**src/rtl/sdram_guard_pkg.sv**
```systemverilog
`timescale 1ns/1ps
package sdram_guard_pkg;
  typedef enum logic [2:0] {
    CMD_NOP  = 3'd0,
    CMD_ACT  = 3'd1,
    CMD_RD   = 3'd2,
    CMD_WR   = 3'd3,
    CMD_PRE  = 3'd4,
    CMD_AREF = 3'd5,
    CMD_SREF = 3'd6,
    CMD_RSV  = 3'd7
  } cmd_e;

  typedef enum logic [1:0] {
    BK_IDLE   = 2'd0,
    BK_ACTIVE = 2'd1,
    BK_PRECH  = 2'd2
  } bank_st_e;

  typedef enum logic [1:0] {
    LP_NONE = 2'd0,
    LP_PDN  = 2'd1,
    LP_SREF = 2'd2
  } lp_e;
endpackage

```
**src/rtl/sdram_gap_timer.sv**
```systemverilog
`timescale 1ns/1ps
module sdram_gap_timer #(
  parameter int W = 4
) (
  input  logic         clk_i,
  input  logic         rst_ni,
  input  logic         load_i,
  input  logic [W-1:0] value_i,
  output logic         zero_o
);
  localparam logic [W-1:0] ONE = W'(1);
  logic [W-1:0] cnt_q;

  always_ff @(posedge clk_i or negedge rst_ni) begin
    if (!rst_ni)              cnt_q <= '0;
    else if (load_i)          cnt_q <= value_i;
    else if (cnt_q != '0)     cnt_q <= cnt_q - ONE;
  end

  assign zero_o = (cnt_q == '0);
endmodule

```
**src/rtl/sdram_bank_track.sv**
```systemverilog
`timescale 1ns/1ps
module sdram_bank_track
  import sdram_guard_pkg::*;
#(
  parameter int T_W = 4
) (
  input  logic           clk_i,
  input  logic           rst_ni,
  input  logic           act_i,
  input  logic           pre_i,
  input  logic           wr_i,
  input  logic [T_W-1:0] t_rcd_i,
  input  logic [T_W-1:0] t_ras_i,
  input  logic [T_W-1:0] t_rp_i,
  input  logic [T_W-1:0] t_dpl_i,
  output bank_st_e       state_o,
  output logic           rcd_ok_o,
  output logic           ras_ok_o,
  output logic           dpl_open_o
);
  localparam logic [T_W-1:0] ONE = T_W'(1);
  localparam logic [T_W-1:0] TWO = T_W'(2);

  bank_st_e st_q;
  logic     rp_zero, dpl_zero;

  sdram_gap_timer #(.W(T_W)) u_rcd (
    .clk_i, .rst_ni, .load_i(act_i), .value_i(t_rcd_i - ONE), .zero_o(rcd_ok_o));
  sdram_gap_timer #(.W(T_W)) u_ras (
    .clk_i, .rst_ni, .load_i(act_i), .value_i(t_ras_i - ONE), .zero_o(ras_ok_o));
  // precharge ends one edge after count reaches zero
  sdram_gap_timer #(.W(T_W)) u_rp (
    .clk_i, .rst_ni, .load_i(pre_i), .value_i(t_rp_i - TWO), .zero_o(rp_zero));
  sdram_gap_timer #(.W(T_W)) u_dpl (
    .clk_i, .rst_ni, .load_i(wr_i), .value_i(t_dpl_i - ONE), .zero_o(dpl_zero));

  always_ff @(posedge clk_i or negedge rst_ni) begin
    if (!rst_ni) st_q <= BK_IDLE;
    else begin
      unique case (st_q)
        BK_IDLE:   if (act_i)   st_q <= BK_ACTIVE;
        BK_ACTIVE: if (pre_i)   st_q <= BK_PRECH;
        BK_PRECH:  if (rp_zero) st_q <= BK_IDLE;
        default:                st_q <= BK_IDLE;
      endcase
    end
  end

  assign state_o    = st_q;
  assign dpl_open_o = !dpl_zero;
endmodule

```
**src/rtl/sdram_cmd_guard.sv**
```systemverilog
`timescale 1ns/1ps
module sdram_cmd_guard
  import sdram_guard_pkg::*;
#(
  parameter int NUM_BANKS = 4,
  parameter int T_W       = 4,
  localparam int BA_W     = $clog2(NUM_BANKS)
) (
  input  logic            clk_i,
  input  logic            rst_ni,
  input  logic [2:0]      cmd_i,
  input  logic [BA_W-1:0] ba_i,
  input  logic            cke_i,
  input  logic            four_bank_i,
  input  logic [T_W-1:0]  t_rcd_i,
  input  logic [T_W-1:0]  t_ras_i,
  input  logic [T_W-1:0]  t_rrd_i,
  input  logic [T_W-1:0]  t_rp_i,
  input  logic [T_W-1:0]  t_dpl_i,
  input  logic [T_W-1:0]  t_ccd_i,
  input  logic [T_W-1:0]  t_turn_i,
  output logic            verdict_valid_o,
  output logic            illegal_o,
  output logic            mask_req_o,
  output logic            power_down_o,
  output logic            self_refresh_o
);
  localparam logic [T_W-1:0] ONE  = T_W'(1);
  localparam int             HALF = NUM_BANKS / 2;

  cmd_e     cmd;
  bank_st_e bk_st [NUM_BANKS];
  logic [NUM_BANKS-1:0] rcd_ok, ras_ok, dpl_open, bk_live, bk_idle;
  logic [NUM_BANKS-1:0] act_v, pre_v, wr_v;
  lp_e  lp_q, lp_d;
  logic rrd_zero, ccd_zero, turn_zero;
  logic legal, awake, all_idle, bank_ok, sel_active, sel_idle;
  logic act_go, rd_go, wr_go, col_go, pre_go, mask_d;
  logic verdict_q, illegal_q, mask_q;

  assign cmd = cmd_e'(cmd_i);

  for (genvar gi = 0; gi < NUM_BANKS; gi++) begin : g_bank
    assign bk_live[gi] = four_bank_i || (gi < HALF);
    assign bk_idle[gi] = (bk_st[gi] == BK_IDLE);
    assign act_v[gi]   = act_go && (ba_i == BA_W'(gi));
    assign pre_v[gi]   = pre_go && (ba_i == BA_W'(gi));
    assign wr_v[gi]    = wr_go  && (ba_i == BA_W'(gi));

    sdram_bank_track #(.T_W(T_W)) u_bank (
      .clk_i      (clk_i),
      .rst_ni     (rst_ni),
      .act_i      (act_v[gi]),
      .pre_i      (pre_v[gi]),
      .wr_i       (wr_v[gi]),
      .t_rcd_i    (t_rcd_i),
      .t_ras_i    (t_ras_i),
      .t_rp_i     (t_rp_i),
      .t_dpl_i    (t_dpl_i),
      .state_o    (bk_st[gi]),
      .rcd_ok_o   (rcd_ok[gi]),
      .ras_ok_o   (ras_ok[gi]),
      .dpl_open_o (dpl_open[gi])
    );
  end

  assign all_idle   = &(bk_idle | ~bk_live);
  assign bank_ok    = bk_live[ba_i];
  assign sel_active = (bk_st[ba_i] == BK_ACTIVE);
  assign sel_idle   = (bk_st[ba_i] == BK_IDLE);
  assign awake      = cke_i && (lp_q == LP_NONE);

  always_comb begin
    unique case (cmd)
      CMD_NOP:  legal = 1'b1;
      CMD_ACT:  legal = awake && bank_ok && sel_idle && rrd_zero;
      CMD_RD:   legal = awake && bank_ok && sel_active && rcd_ok[ba_i] && ccd_zero;
      CMD_WR:   legal = awake && bank_ok && sel_active && rcd_ok[ba_i] && ccd_zero
                        && turn_zero;
      CMD_PRE:  legal = awake && bank_ok && (!sel_active || ras_ok[ba_i]);
      CMD_AREF: legal = awake && all_idle;
      CMD_SREF: legal = !cke_i && all_idle && (lp_q != LP_SREF);
      default:  legal = 1'b0;
    endcase
  end

  assign act_go = legal && (cmd == CMD_ACT);
  assign rd_go  = legal && (cmd == CMD_RD);
  assign wr_go  = legal && (cmd == CMD_WR);
  assign col_go = rd_go || wr_go;
  assign pre_go = legal && (cmd == CMD_PRE) && sel_active;
  assign mask_d = pre_go && dpl_open[ba_i];

  sdram_gap_timer #(.W(T_W)) u_rrd (
    .clk_i, .rst_ni, .load_i(act_go), .value_i(t_rrd_i - ONE), .zero_o(rrd_zero));
  sdram_gap_timer #(.W(T_W)) u_ccd (
    .clk_i, .rst_ni, .load_i(col_go), .value_i(t_ccd_i - ONE), .zero_o(ccd_zero));
  sdram_gap_timer #(.W(T_W)) u_turn (
    .clk_i, .rst_ni, .load_i(rd_go), .value_i(t_turn_i - ONE), .zero_o(turn_zero));

  always_comb begin
    if (!cke_i && all_idle)
      lp_d = (lp_q == LP_SREF || (legal && cmd == CMD_SREF)) ? LP_SREF : LP_PDN;
    else
      lp_d = LP_NONE;
  end

  always_ff @(posedge clk_i or negedge rst_ni) begin
    if (!rst_ni) begin
      lp_q      <= LP_NONE;
      verdict_q <= 1'b0;
      illegal_q <= 1'b0;
      mask_q    <= 1'b0;
    end else begin
      lp_q      <= lp_d;
      verdict_q <= (cmd != CMD_NOP);
      illegal_q <= !legal;
      mask_q    <= mask_d;
    end
  end

  assign verdict_valid_o = verdict_q;
  assign illegal_o       = illegal_q;
  assign mask_req_o      = mask_q;
  assign power_down_o    = (lp_q == LP_PDN);
  assign self_refresh_o  = (lp_q == LP_SREF);
endmodule

```
**config.mk**
```make
export PLATFORM = sky130hd
export DESIGN_NAME = sdram_cmd_guard
export DESIGN_NICKNAME = d
export VERILOG_FILES = /design/src/rtl/sdram_guard_pkg.sv /design/src/rtl/sdram_gap_timer.sv /design/src/rtl/sdram_bank_track.sv /design/src/rtl/sdram_cmd_guard.sv
export SDC_FILE = /design/constraint.sdc
export NUM_CORES = 1
export LEC_CHECK = 0
export BUFFER_PORTS_ARGS = -buffer_cell sky130_fd_sc_hd__clkbuf_2
export CAP_MARGIN = 20
export CORE_ASPECT_RATIO = 0.6
export CORE_MARGIN = 2
export CORE_UTILIZATION = 56
export CTS_CLUSTER_SIZE = 30
export DETAILED_ROUTE_END_ITERATION = 10
export GPL_TIMING_DRIVEN = 0
export PLACE_DENSITY = 0.84
export SKIP_CTS_REPAIR_TIMING = 1
export SLEW_MARGIN = 20
export SYNTH_ARGS = -nofsm -noshare
export SYNTH_HDL_FRONTEND = slang
export SYNTH_HIERARCHICAL = 1
export SYNTH_SLANG_ARGS = --single-unit
export TNS_END_PERCENT = 1
```
**constraint.sdc**
```tcl
create_clock -name clk_i -period 2.6 [get_ports clk_i]
set_input_delay 0.52 -clock clk_i [delete_from_list [all_inputs] [get_ports clk_i]]
set_output_delay 0.52 -clock clk_i [all_outputs]
set_load 0.05 [all_outputs]
```
==> metrics.cfg <==
[synthesis]
synth_area_sq_um=6351
synth_nets=732
dominantRegCellSynth=dfrtp_1
ys_types=43
synth_top_area_share_pct=35.07
ys.warnings.count=6
ys_ff_latch=89
yosysSeqAreaShare_pct=35.07
synthTopCellsByArea=dfrtp_1, ha_1, mux2i_1
synth-edff-count=0
synth-async-reset-ratio_pct=100.0
syn_inst=657
synth.largest_area_cell=dfrtp_1
synth.avg_cell_area_sq_um=9.667

[sta]
rsz0062_at_grt=true
max_freq_mhz=371.6
tightest_slew_ns=0.7604
min_period_ns=2.691
fin_tns_setup_ns=-0.4074
skew_ns=0.007689
finalHoldViolCount=0
finalCritPeriodShare_pct=103.5
final_max_slew_viol_count=0
relSlewSlack_pct=48.64
layout_setup_ws_ns=-0.09098
finalSetupViolations=11
fin_hold_ws_ns=0.1909

[global_routing]
first_global_vias=4781
antenna_found_initial=0
grt_max_degree=90
grt_usage_pct=23.01
grt_pass1_wl_um=22510
gr-total-overflow=0

[power]
ir_drop_mv=0.6032
p_leak_nw=3.548
power_density_nw_per_um2=1050
finalPower_mw=8.082

[clock_network]
cts_tree=built
numCtsBuffers=9
htree_levels=3
cts.clk_slew.worst_paths_ns=0.07
clockRootBuffer=clkbuf_16
clockBufferDepth=2
cts.sinks=89
clock_latency_ns=0.35

[detailed_routing]
viasPerCell=5.702
routed_wl_um=14960
wl_per_cell_um=16.71
vias=5103
drc=0
dr.pass1.iters=5
drt_iter0_drc=343
ant_nets=0

[run_status]
violations=negative setup slack
outcome=finished, violations left

[setup_path]
cp_cell_sequence=buf_4, o41ai_1, nand4_1, buf_4, a311oi_4, buf_6, nor3_1, a221o_1
crit_required_ns=2.83
path_buf_inv=3
crit_family=compound AO/OA/AOI/OAI gates
start_kind=flip-flop
cp_common_cell=buf_4
crit_path_end_kind=flip-flop
cpPeakStageDelay_ns=0.73
slowest_stage=o41ai_1
critical_path_class=reg -> reg
critPathArrivalTime_ns=2.92
crit_fanout=6

[finish]
fillers=803
layout-drive-gt1-share_pct=28.36
n_antenna_cell=0
fin_util_pct=68.81
instances_no_fill=895
final_nets=821
design_area_sq_um=7697
area_growth_pct=21.20

[placement]
dp_slack_ns=-0.4940
gp_congestion=0.8346
dpl.hpwl_um=9751
numPortBuffers=39
placed_area_sq_um=6735
dp_cells=840

[floorplanning]
die_area_sq_um=12240
core-area_sq_um=11190
io_pins=42
num_rows=30
start_util_pct=56.78
die_h_um=86.49
die_width_um=141.5

[min_path]
worst_hold_path_type=in -> async

[run]
cap_violations=0

[path summary, 6_finish.rpt]
kind	depth (start not counted)	slack, ns	end	start
max in group asynchronous	1	1.78	g_bank[0].u_bank/state_o[1]$_DFFE_PN0P_	rst_ni
min in group clk_i	2	0.39	lp_q[1]$_DFF_PN0_	cke_i
min	1	0.19	u_rrd/cnt_q[3]$_DFFE_PN0P_	rst_ni
max	8	-0.09	g_bank[0].u_bank/u_rp/cnt_q[3]$_DFFE_PN0P_	g_bank[2].u_bank/state_o[0]$_DFFE_PN0P_
min reg2reg	1	0.49	g_bank[2].u_bank/state_o[0]$_DFFE_PN0P_	g_bank[2].u_bank/state_o[1]$_DFFE_PN0P_
max reg2reg	8	-0.09	g_bank[0].u_bank/u_rp/cnt_q[3]$_DFFE_PN0P_	g_bank[2].u_bank/state_o[0]$_DFFE_PN0P_
[flip-flops by register name (all words and copies together), names as in the netlist]
signal,cells
mask_req_o,1
u_turn/cnt_q,4
g_bank.u_bank/u_ras/cnt_q,16
lp_q,2
illegal_o,1
g_bank.u_bank/state_o,8
g_bank.u_bank/u_rp/cnt_q,16
g_bank.u_bank/u_dpl/cnt_q,16
verdict_valid_o,1
u_rrd/cnt_q,4
g_bank.u_bank/u_rcd/cnt_q,16
u_ccd/cnt_q,4
[layer usage]
layer,global-route usage [%],vias to the layer above,share of wire [%]
met1,31.65,2457,45
met3,4.475,43,5.5
met2,38.26,180,47
li1,-,2423,-
met4,5.091,0,2.6
met5,0,-,0
[cell usage in the layout (no fill, tap or decap), types with 4 or more instances in the layout]
| cell type | instances |
|---|---|
| o21ai_1 | 19 |
| dfrtp_2 | 8 |
| buf_4 | 42 |
| xor2_1 | 34 |
| inv_2 | 11 |
| nor3b_4 | 19 |
| nor2b_1 | 20 |
| a21oi_1 | 7 |
| mux4_2 | 4 |
| ha_1 | 28 |
| mux2i_1 | 39 |
| clkbuf_2 | 42 |
| nor2_1 | 6 |
| mux2_2 | 19 |
| nor3_1 | 43 |
| nor3_2 | 12 |
| ha_4 | 8 |
| buf_6 | 4 |
| nor3b_1 | 21 |
| nand3b_1 | 5 |
| buf_2 | 6 |
| a221o_1 | 19 |
| inv_1 | 93 |
| nand2_1 | 44 |
| xnor2_1 | 19 |
| o21ai_0 | 23 |
| clkbuf_16 | 9 |
| dfrtp_1 | 81 |
| nand2b_1 | 17 |
| bufinv_16 | 4 |
[logic make-up after synthesis]
family | Yosys count | synth area share, %
AND/OR/NAND/NOR | 208 | 23.15
buffers and inverters | 127 | 7.565
adder cells (fa/ha/maj) | 38 | 7.486
AO/OA/AOI/OAI | 80 | 8.491
XOR/XNOR | 53 | 7.309
flip-flops | 89 | 35.07
multiplexers | 62 | 10.93
[Yosys cell counts (3+ instances only)]
library cell / count
a211o_1: 3
a21oi_1: 7
a221o_1: 19
buf_2: 3
clkbuf_1: 20
dfrtp_1: 89
ha_1: 38
inv_1: 104
mux2_2: 19
mux2i_1: 39
mux4_2: 4
nand2_1: 44
nand2b_1: 17
nand3b_1: 5
nor2_1: 9
nor2b_1: 21
nor3_1: 43
nor3_2: 13
nor3b_1: 22
nor3b_4: 19
o21ai_0: 23
o21ai_1: 19
xnor2_1: 19
xor2_1: 34
[cell type report]
cell class / count / area (sq um) / area share [%]
Multi-Input combinational cell: 441 / 3865 / 50.21
Sequential cell: 89 / 2237 / 29.06
Timing Repair Buffer: 79 / 504.2 / 6.551
Inverter: 104 / 390.4 / 5.072
Clock buffer: 10 / 239.0 / 3.105
Tap cell: 144 / 180.2 / 2.341
Buffer: 22 / 143.9 / 1.869
Clock inverter: 6 / 137.6 / 1.788
[power breakdown]
group	switching, mW	internal (mW)	leakage (nW)
Clock	0.570	1.07	0.183
Sequential	0.590	2.01	1.08
Combinational	1.76	2.09	2.28
Note: power is estimated with default switching activity, not from simulation.
